==> src/rtl/sdce_pkg.sv <==
package sdce_pkg;
  localparam int IDX_W   = 6;
  localparam int ARG_W   = 32;
  localparam int BYTE_W  = 8;
  localparam int FRAME_N = 6;

  localparam logic [BYTE_W-1:0] FILL_BYTE = 8'hFF;
  localparam logic [BYTE_W-1:0] CHK_GENERIC = 8'h95;
  localparam logic [BYTE_W-1:0] CHK_IFCOND  = 8'h87;

  typedef enum logic [2:0] {
    ST_IDLE, ST_FRAME, ST_POLL, ST_TAIL, ST_RELEASE
  } eng_state_t;

  // Check byte selection: the interface-condition probe carries its own value.
  function automatic logic [BYTE_W-1:0] pick_check(input logic [IDX_W-1:0] idx,
                                                   input logic [ARG_W-1:0] arg);
    return (idx == IDX_W'(8) && arg == 32'h0000_01AA) ? CHK_IFCOND : CHK_GENERIC;
  endfunction

  // Byte at a given frame position.
  function automatic logic [BYTE_W-1:0] frame_byte(input logic [IDX_W-1:0] idx,
                                                   input logic [ARG_W-1:0] arg,
                                                   input logic [2:0] pos);
    case (pos)
      3'd0:    return {2'b01, idx};
      3'd1:    return arg[31:24];
      3'd2:    return arg[23:16];
      3'd3:    return arg[15:8];
      3'd4:    return arg[7:0];
      default: return pick_check(idx, arg);
    endcase
  endfunction
endpackage

==> src/rtl/sdce_framer.sv <==
module sdce_framer
  import sdce_pkg::*;
(
  input  logic [IDX_W-1:0]  idx,
  input  logic [ARG_W-1:0]  arg,
  input  logic [2:0]        pos,
  output logic [BYTE_W-1:0] byte_out
);
  always_comb byte_out = frame_byte(idx, arg, pos);
endmodule

==> src/rtl/sdce_poll_timer.sv <==
module sdce_poll_timer #(
  parameter int LIMIT = 5000
) (
  input  logic clk,
  input  logic rst_n,
  input  logic clr,
  input  logic tick,
  output logic last
);
  localparam int CW = $clog2(LIMIT + 1);
  logic [CW-1:0] cnt;

  always_ff @(posedge clk or negedge rst_n) begin
    if (!rst_n)     cnt <= '0;
    else if (clr)   cnt <= '0;
    else if (tick)  cnt <= cnt + 1'b1;
  end

  // high while the current poll byte is the final one allowed
  assign last = (cnt == CW'(LIMIT - 1));

  a_r5_count_bounded: assert property (@(posedge clk) disable iff (!rst_n)
    cnt <= CW'(LIMIT));
endmodule

==> src/rtl/sdce_collector.sv <==
module sdce_collector #(
  parameter int NBYTES = 4
) (
  input  logic              clk,
  input  logic              rst_n,
  input  logic              clr,
  input  logic              shift,
  input  logic [7:0]        din,
  output logic [8*NBYTES-1:0] data
);
  always_ff @(posedge clk or negedge rst_n) begin
    if (!rst_n)      data <= '0;
    else if (clr)    data <= '0;
    else if (shift)  data <= {data[8*NBYTES-9:0], din};
  end
endmodule

==> src/rtl/sd_cmd_engine.sv <==
module sd_cmd_engine
  import sdce_pkg::*;
#(
  parameter int POLL_LIMIT = 5000,
  parameter int MAX_EXTRA  = 4,
  parameter int CNT_W      = 3
) (
  input  logic                    clk,
  input  logic                    rst_n,
  input  logic                    start,
  input  logic [IDX_W-1:0]        cmd_idx,
  input  logic [ARG_W-1:0]        cmd_arg,
  input  logic [CNT_W-1:0]        extra_bytes,
  input  logic                    hold_sel,
  output logic                    spi_cs_n,
  output logic [BYTE_W-1:0]       spi_tx_byte,
  output logic                    spi_tx_start,
  input  logic [BYTE_W-1:0]       spi_rx_byte,
  input  logic                    spi_rx_done,
  output logic                    busy,
  output logic                    done,
  output logic [BYTE_W-1:0]       r1_status,
  output logic [8*MAX_EXTRA-1:0]  payload,
  output logic                    timed_out
);
  localparam logic [CNT_W-1:0] EXTRA_CAP = CNT_W'(MAX_EXTRA);

  eng_state_t        state;
  logic              pend;
  logic [2:0]        pos;
  logic [CNT_W-1:0]  tail_left;
  logic [IDX_W-1:0]  idx_q;
  logic [ARG_W-1:0]  arg_q;
  logic              hold_q;
  logic              cs_n_q;
  logic              done_q;
  logic [BYTE_W-1:0] r1_q;
  logic              to_q;

  // named internal events
  logic start_acc, issue, got, poll_tick, reply_seen, poll_last, tail_shift;
  logic [BYTE_W-1:0] frame_out;

  assign start_acc  = start && (state == ST_IDLE);
  assign issue      = (state != ST_IDLE) && !pend;
  assign got        = pend && spi_rx_done;
  assign poll_tick  = got && (state == ST_POLL);
  assign reply_seen = poll_tick && !spi_rx_byte[7];
  assign tail_shift = got && (state == ST_TAIL);

  sdce_framer u_framer (
    .idx(idx_q), .arg(arg_q), .pos(pos), .byte_out(frame_out)
  );

  sdce_poll_timer #(.LIMIT(POLL_LIMIT)) u_timer (
    .clk(clk), .rst_n(rst_n), .clr(start_acc), .tick(poll_tick), .last(poll_last)
  );

  sdce_collector #(.NBYTES(MAX_EXTRA)) u_collect (
    .clk(clk), .rst_n(rst_n), .clr(start_acc), .shift(tail_shift),
    .din(spi_rx_byte), .data(payload)
  );

  always_ff @(posedge clk or negedge rst_n) begin
    if (!rst_n) begin
      state     <= ST_IDLE;
      pend      <= 1'b0;
      pos       <= '0;
      tail_left <= '0;
      idx_q     <= '0;
      arg_q     <= '0;
      hold_q    <= 1'b0;
      cs_n_q    <= 1'b1;
      done_q    <= 1'b0;
      r1_q      <= '0;
      to_q      <= 1'b0;
    end else begin
      done_q <= 1'b0;
      if (issue)    pend <= 1'b1;
      else if (got) pend <= 1'b0;

      case (state)
        ST_IDLE: if (start) begin
          idx_q     <= cmd_idx;
          arg_q     <= cmd_arg;
          hold_q    <= hold_sel;
          tail_left <= (extra_bytes > EXTRA_CAP) ? EXTRA_CAP : extra_bytes;
          cs_n_q    <= 1'b0;
          pos       <= '0;
          r1_q      <= '0;
          to_q      <= 1'b0;
          state     <= ST_FRAME;
        end
        ST_FRAME: if (got) begin
          if (pos == 3'(FRAME_N - 1)) state <= ST_POLL;
          else                        pos   <= pos + 1'b1;
        end
        ST_POLL: if (reply_seen) begin
          r1_q <= spi_rx_byte;
          if (tail_left != '0) state <= ST_TAIL;
          else if (hold_q) begin state <= ST_IDLE; done_q <= 1'b1; end
          else begin cs_n_q <= 1'b1; state <= ST_RELEASE; end
        end else if (poll_tick && poll_last) begin
          r1_q   <= FILL_BYTE;
          to_q   <= 1'b1;
          cs_n_q <= 1'b1;
          state  <= ST_RELEASE;
        end
        ST_TAIL: if (got) begin
          tail_left <= tail_left - 1'b1;
          if (tail_left == CNT_W'(1)) begin
            if (hold_q) begin state <= ST_IDLE; done_q <= 1'b1; end
            else begin cs_n_q <= 1'b1; state <= ST_RELEASE; end
          end
        end
        ST_RELEASE: if (got) begin
          state  <= ST_IDLE;
          done_q <= 1'b1;
        end
        default: state <= ST_IDLE;
      endcase
    end
  end

  assign spi_tx_start = issue;
  assign spi_tx_byte  = (state == ST_FRAME) ? frame_out : FILL_BYTE;
  assign spi_cs_n     = cs_n_q;
  assign busy         = (state != ST_IDLE);
  assign done         = done_q;
  assign r1_status    = r1_q;
  assign timed_out    = to_q;

  // frame bytes leave with the card selected; the first carries the 01 prefix
  a_r2_frame_selected: assert property (@(posedge clk) disable iff (!rst_n)
    (spi_tx_start && state == ST_FRAME) |-> (!spi_cs_n && (pos != 0 || spi_tx_byte[7:6] == 2'b01)));
  // the release byte is exchanged with chip select high
  a_r7_release_deselected: assert property (@(posedge clk) disable iff (!rst_n)
    (spi_tx_start && state == ST_RELEASE) |-> (spi_cs_n && spi_tx_byte == FILL_BYTE));
  // a held successful reply leaves the card selected
  a_r8_hold_keeps_cs: assert property (@(posedge clk) disable iff (!rst_n)
    (done && hold_q && !timed_out) |-> !spi_cs_n);
  // one-cycle requests
  a_r9_single_request: assert property (@(posedge clk) disable iff (!rst_n)
    spi_tx_start |=> !spi_tx_start);
  // one-cycle completion, results frozen while idle
  a_r10_done_pulse: assert property (@(posedge clk) disable iff (!rst_n)
    done |=> !done);
  a_r10_hold_results: assert property (@(posedge clk) disable iff (!rst_n)
    !busy |=> (busy || ($stable(r1_status) && $stable(payload) && $stable(timed_out))));
  // a timeout always reports the filler status
  a_r5_timeout_status: assert property (@(posedge clk) disable iff (!rst_n)
    (done && timed_out) |-> (r1_status == FILL_BYTE));
endmodule

==> config.mk <==
export PLATFORM = sky130hd
export DESIGN_NAME = sd_cmd_engine
export DESIGN_NICKNAME = d
export VERILOG_FILES = /design/src/rtl/sdce_pkg.sv /design/src/rtl/sdce_framer.sv /design/src/rtl/sdce_poll_timer.sv /design/src/rtl/sdce_collector.sv /design/src/rtl/sd_cmd_engine.sv
export SDC_FILE = /design/constraint.sdc
export NUM_CORES = 1
export LEC_CHECK = 0
export ABC_AREA = 1
export CAP_MARGIN = 20
export CORE_MARGIN = 2
export CORE_UTILIZATION = 30
export DETAILED_ROUTE_END_ITERATION = 7
export HOLD_SLACK_MARGIN = 0.02
export MAX_ROUTING_LAYER = met4
export SYNTH_ARGS = -nofsm -noshare
export SYNTH_HDL_FRONTEND = slang
export SYNTH_SLANG_ARGS = --single-unit
==> constraint.sdc <==
create_clock -name clk -period 3.03 [get_ports clk]
set_input_delay 0.606 -clock clk [delete_from_list [all_inputs] [get_ports clk]]
set_output_delay 0.606 -clock clk [all_outputs]
set_load 0.005 [all_outputs]
==> results.py <==
metrics = {
    "synthesis": {
        "ys_seq_area_frac": 0.513,
        "synth_top_family_by_area": "simple AND/OR/NAND/NOR gates",
        "synthTopCellsByCount": "nand2_1, dfrtp_1, inv_1, o21ai_0, nand3_1",
        "synthCells": 617,
        "synthAdderAreaFrac": 0.0220,
        "ys_types": 37,
        "synth_mux_area_frac": 0,
        "syn_nets": 680,
        "synth_xor_area_frac": 0.00171,
        "synth_compound_area_frac": 0.131,
        "synth_ff_type": "dfrtp_1",
        "synth-edff-count": 0,
        "synth_top_area_cell": "dfrtp_1",
        "synth-simple-area-share": 0.253,
        "yosysMostFrequentCell": "nand2_1",
        "avgSynthCellArea_um2": 8.31,
        "synth_top_area_share": 0.508,
        "async_flop_share": 1.00,
        "syn_area_um2": 5130,
        "ys.warnings.count": 0,
        "ys_seq_elements": 105,
        "synth_area_leaders": "dfrtp_1, nand2_1, o21ai_0",
    },
    "timing": {
        "worstMarginPinSlew_ns": 0.688,
        "setup-violations-final": 0,
        "fin_skew_ns": 0.00646,
        "fmax_mhz": 348,
        "timing.final.crit_share": 0.949,
        "post-route-min-period_ns": 2.88,
        "fin_setup_tns_ns": 0,
        "relSlewSlack": 0.541,
        "rsz0062_at_grt": "no",
        "drv_slew": 0,
        "finalHoldViolCount": 0,
        "postLayoutSetupSlackWorst_ns": 0.153,
    },
    "clock_network": {
        "cts_buffers": 9,
        "htreeDepth": 3,
        "clockBufferDepth": 2,
        "cts_resized": 1,
        "hold_buffers": 0,
        "cts_setup_buffers": 0,
        "clk_pin_slew_ns": 0.07,
        "root_buffer": "clkbuf_16",
        "cts.sinks": 105,
        "cts_tree": "done",
        "clk_latency_ns": 0.35,
    },
    "layout": {
        "design_area_um2": 6740,
        "drive_gt1_frac": 0.0814,
        "area_delta_synth_final_pct": 31.4,
        "antenna_cells": 0,
        "seq_area_um2": 2630,
        "nets": 783,
        "multiInputGateArea_um2": 2110,
        "layout.cells.non_filler": 945,
        "nFillCells": 1733,
    },
    "job": {
        "cap_violations": 0,
    },
    "place": {
        "pre_cts_ws_ns": 0.377,
        "dpl.hpwl_um": 10100,
        "place_inst": 929,
        "dpl_cell_area_um2": 6410,
        "gp_congestion": 0.983,
        "port_buffers": 106,
    },
    "critical_path": {
        "critPathKind": "register to output port",
        "end_kind": "output port",
        "cp.arrival_ns": 2.27,
        "start_kind": "register",
        "crit_fanout": 9,
        "crit_required_ns": 2.42,
    },
    "status": {
        "status": "complete, no violations",
    },
    "global_route": {
        "grt_pass1_wl_um": 22000,
        "antenna_found_initial": 0,
        "grt_overflow": 0,
        "first_global_vias": 4241,
        "grt_usage": 0.158,
        "grt_max_degree": 53,
    },
    "routing": {
        "post-route-drc-count": 0,
        "vias": 4438,
        "wl_um": 13600,
        "wire_per_inst_um": 14.4,
        "ant_nets": 0,
        "drt-initial-drc-count": 286,
        "vias_per_cell": 4.70,
        "first_pass_iters": 6,
    },
    "die": {
        "coreArea_um2": 16600,
        "die_x_um": 135,
        "rows": 47,
        "die_area_um2": 18200,
        "die_h_um": 135,
        "start_util": 0.308,
        "io_pins": 107,
    },
    "pwr": {
        "ir_drop_v": 0.000338,
        "power_density_nw_per_um2": 804,
        "p_leak_uw": 0.00299,
    },
    "hold_path": {
        "hold_class": "input pin to asynchronous set/reset pin",
    },
}
## through the flow
stage	hold WS (ns)	util	total power, uW
2_1_floorplan	0.310	-	3430
3_3_place_gp	0.455	0.385	4210
4_1_cts	0.314	0.403	5430
5_1_grt	0.340	0.405	5820
3_5_place_dp	0.458	0.385	4230
6_report	0.284	0.405	5410
## per-layer routing
| layer | up-vias | GRT usage | part of all wire |
|---|---|---|---|
| met1 | 2064 | 0.225 | 0.49 |
| met5 | - | - | 0 |
| li1 | 2234 | - | - |
| met4 | 0 | 0.0591 | 0.022 |
| met3 | 24 | 0.0270 | 0.039 |
| met2 | 116 | 0.226 | 0.45 |
## cells in the final DEF (no fill, tap or decap), drive strengths merged, types with 2 or more instances in the layout
master	count
nand2	178
o21ai	67
o22ai	22
clkinv	2
buf	9
nand3	46
dfrtp	104
nor3	15
inv	75
nor2	38
nand4	11
clkbuf	10
nand3b	2
a21oi	16
a221oi	3
ha	9
o2111ai	2
clkinvlp	2
clkdlybuf4s50	105
## final timing paths
kind	depth (start not counted)	slack (ns)	startpoint	end
min in group clk	2	0.47	r1_status[7]	r1_status[7]
max	8	0.15	pos[0]	spi_tx_byte[1]
min	1	0.28	rst_n	arg_q[24]
max in group asynchronous	2	2.02	rst_n	u_collect.data[1]
max reg2reg	7	1.04	state[0]	arg_q[27]
min reg2reg	2	0.47	r1_status[7]	r1_status[7]
## critical path: stages, from the launching register on
cell             delay [ns]
dfrtp_1                0.40
ha_1                   0.24
ha_4                   0.20
nor2_2                 0.10
nand3_2                0.14
nor2_1                 0.13
nand3_1                0.10
nand3b_1               0.10
clkdlybuf4s50_1        0.50
## final cells by class
cell class                      count  area share
Clock buffer                       10      0.0340
Sequential cell                   105       0.390
Multi-Input combinational cell    416       0.314
Clock inverter                      6     0.00966
Tap cell                          220      0.0409
Timing Repair Buffer              114       0.170
Inverter                           74      0.0418
## kinds of logic (layout without fill, tap and decap cells)
family          count (synthesis)  in the layout
flops                         105            105
fa+ha+maj                       9              9
compound gates                116            116
xor+xnor                        1              1
simple gates                  290            290
buf+inv                        96            204
## power by group
group	internal (uW)	switching [uW]	total, uW	leakage, uW
sequential	1790	308	2100	0.00138
combinational	850	1300	2150	0.00146
clock	644	526	1170	0.000143
## registers in the layout, summed over array words and instances, names as in the netlist
name / count
arg_q: 32
u_collect.data: 32
u_timer.cnt: 13
r1_status: 8
idx_q: 6
pos: 3
state: 3
tail_left: 3
done: 1
hold_q: 1
pend: 1
spi_cs_n: 1
timed_out: 1
(Power assumes the default switching activity.)
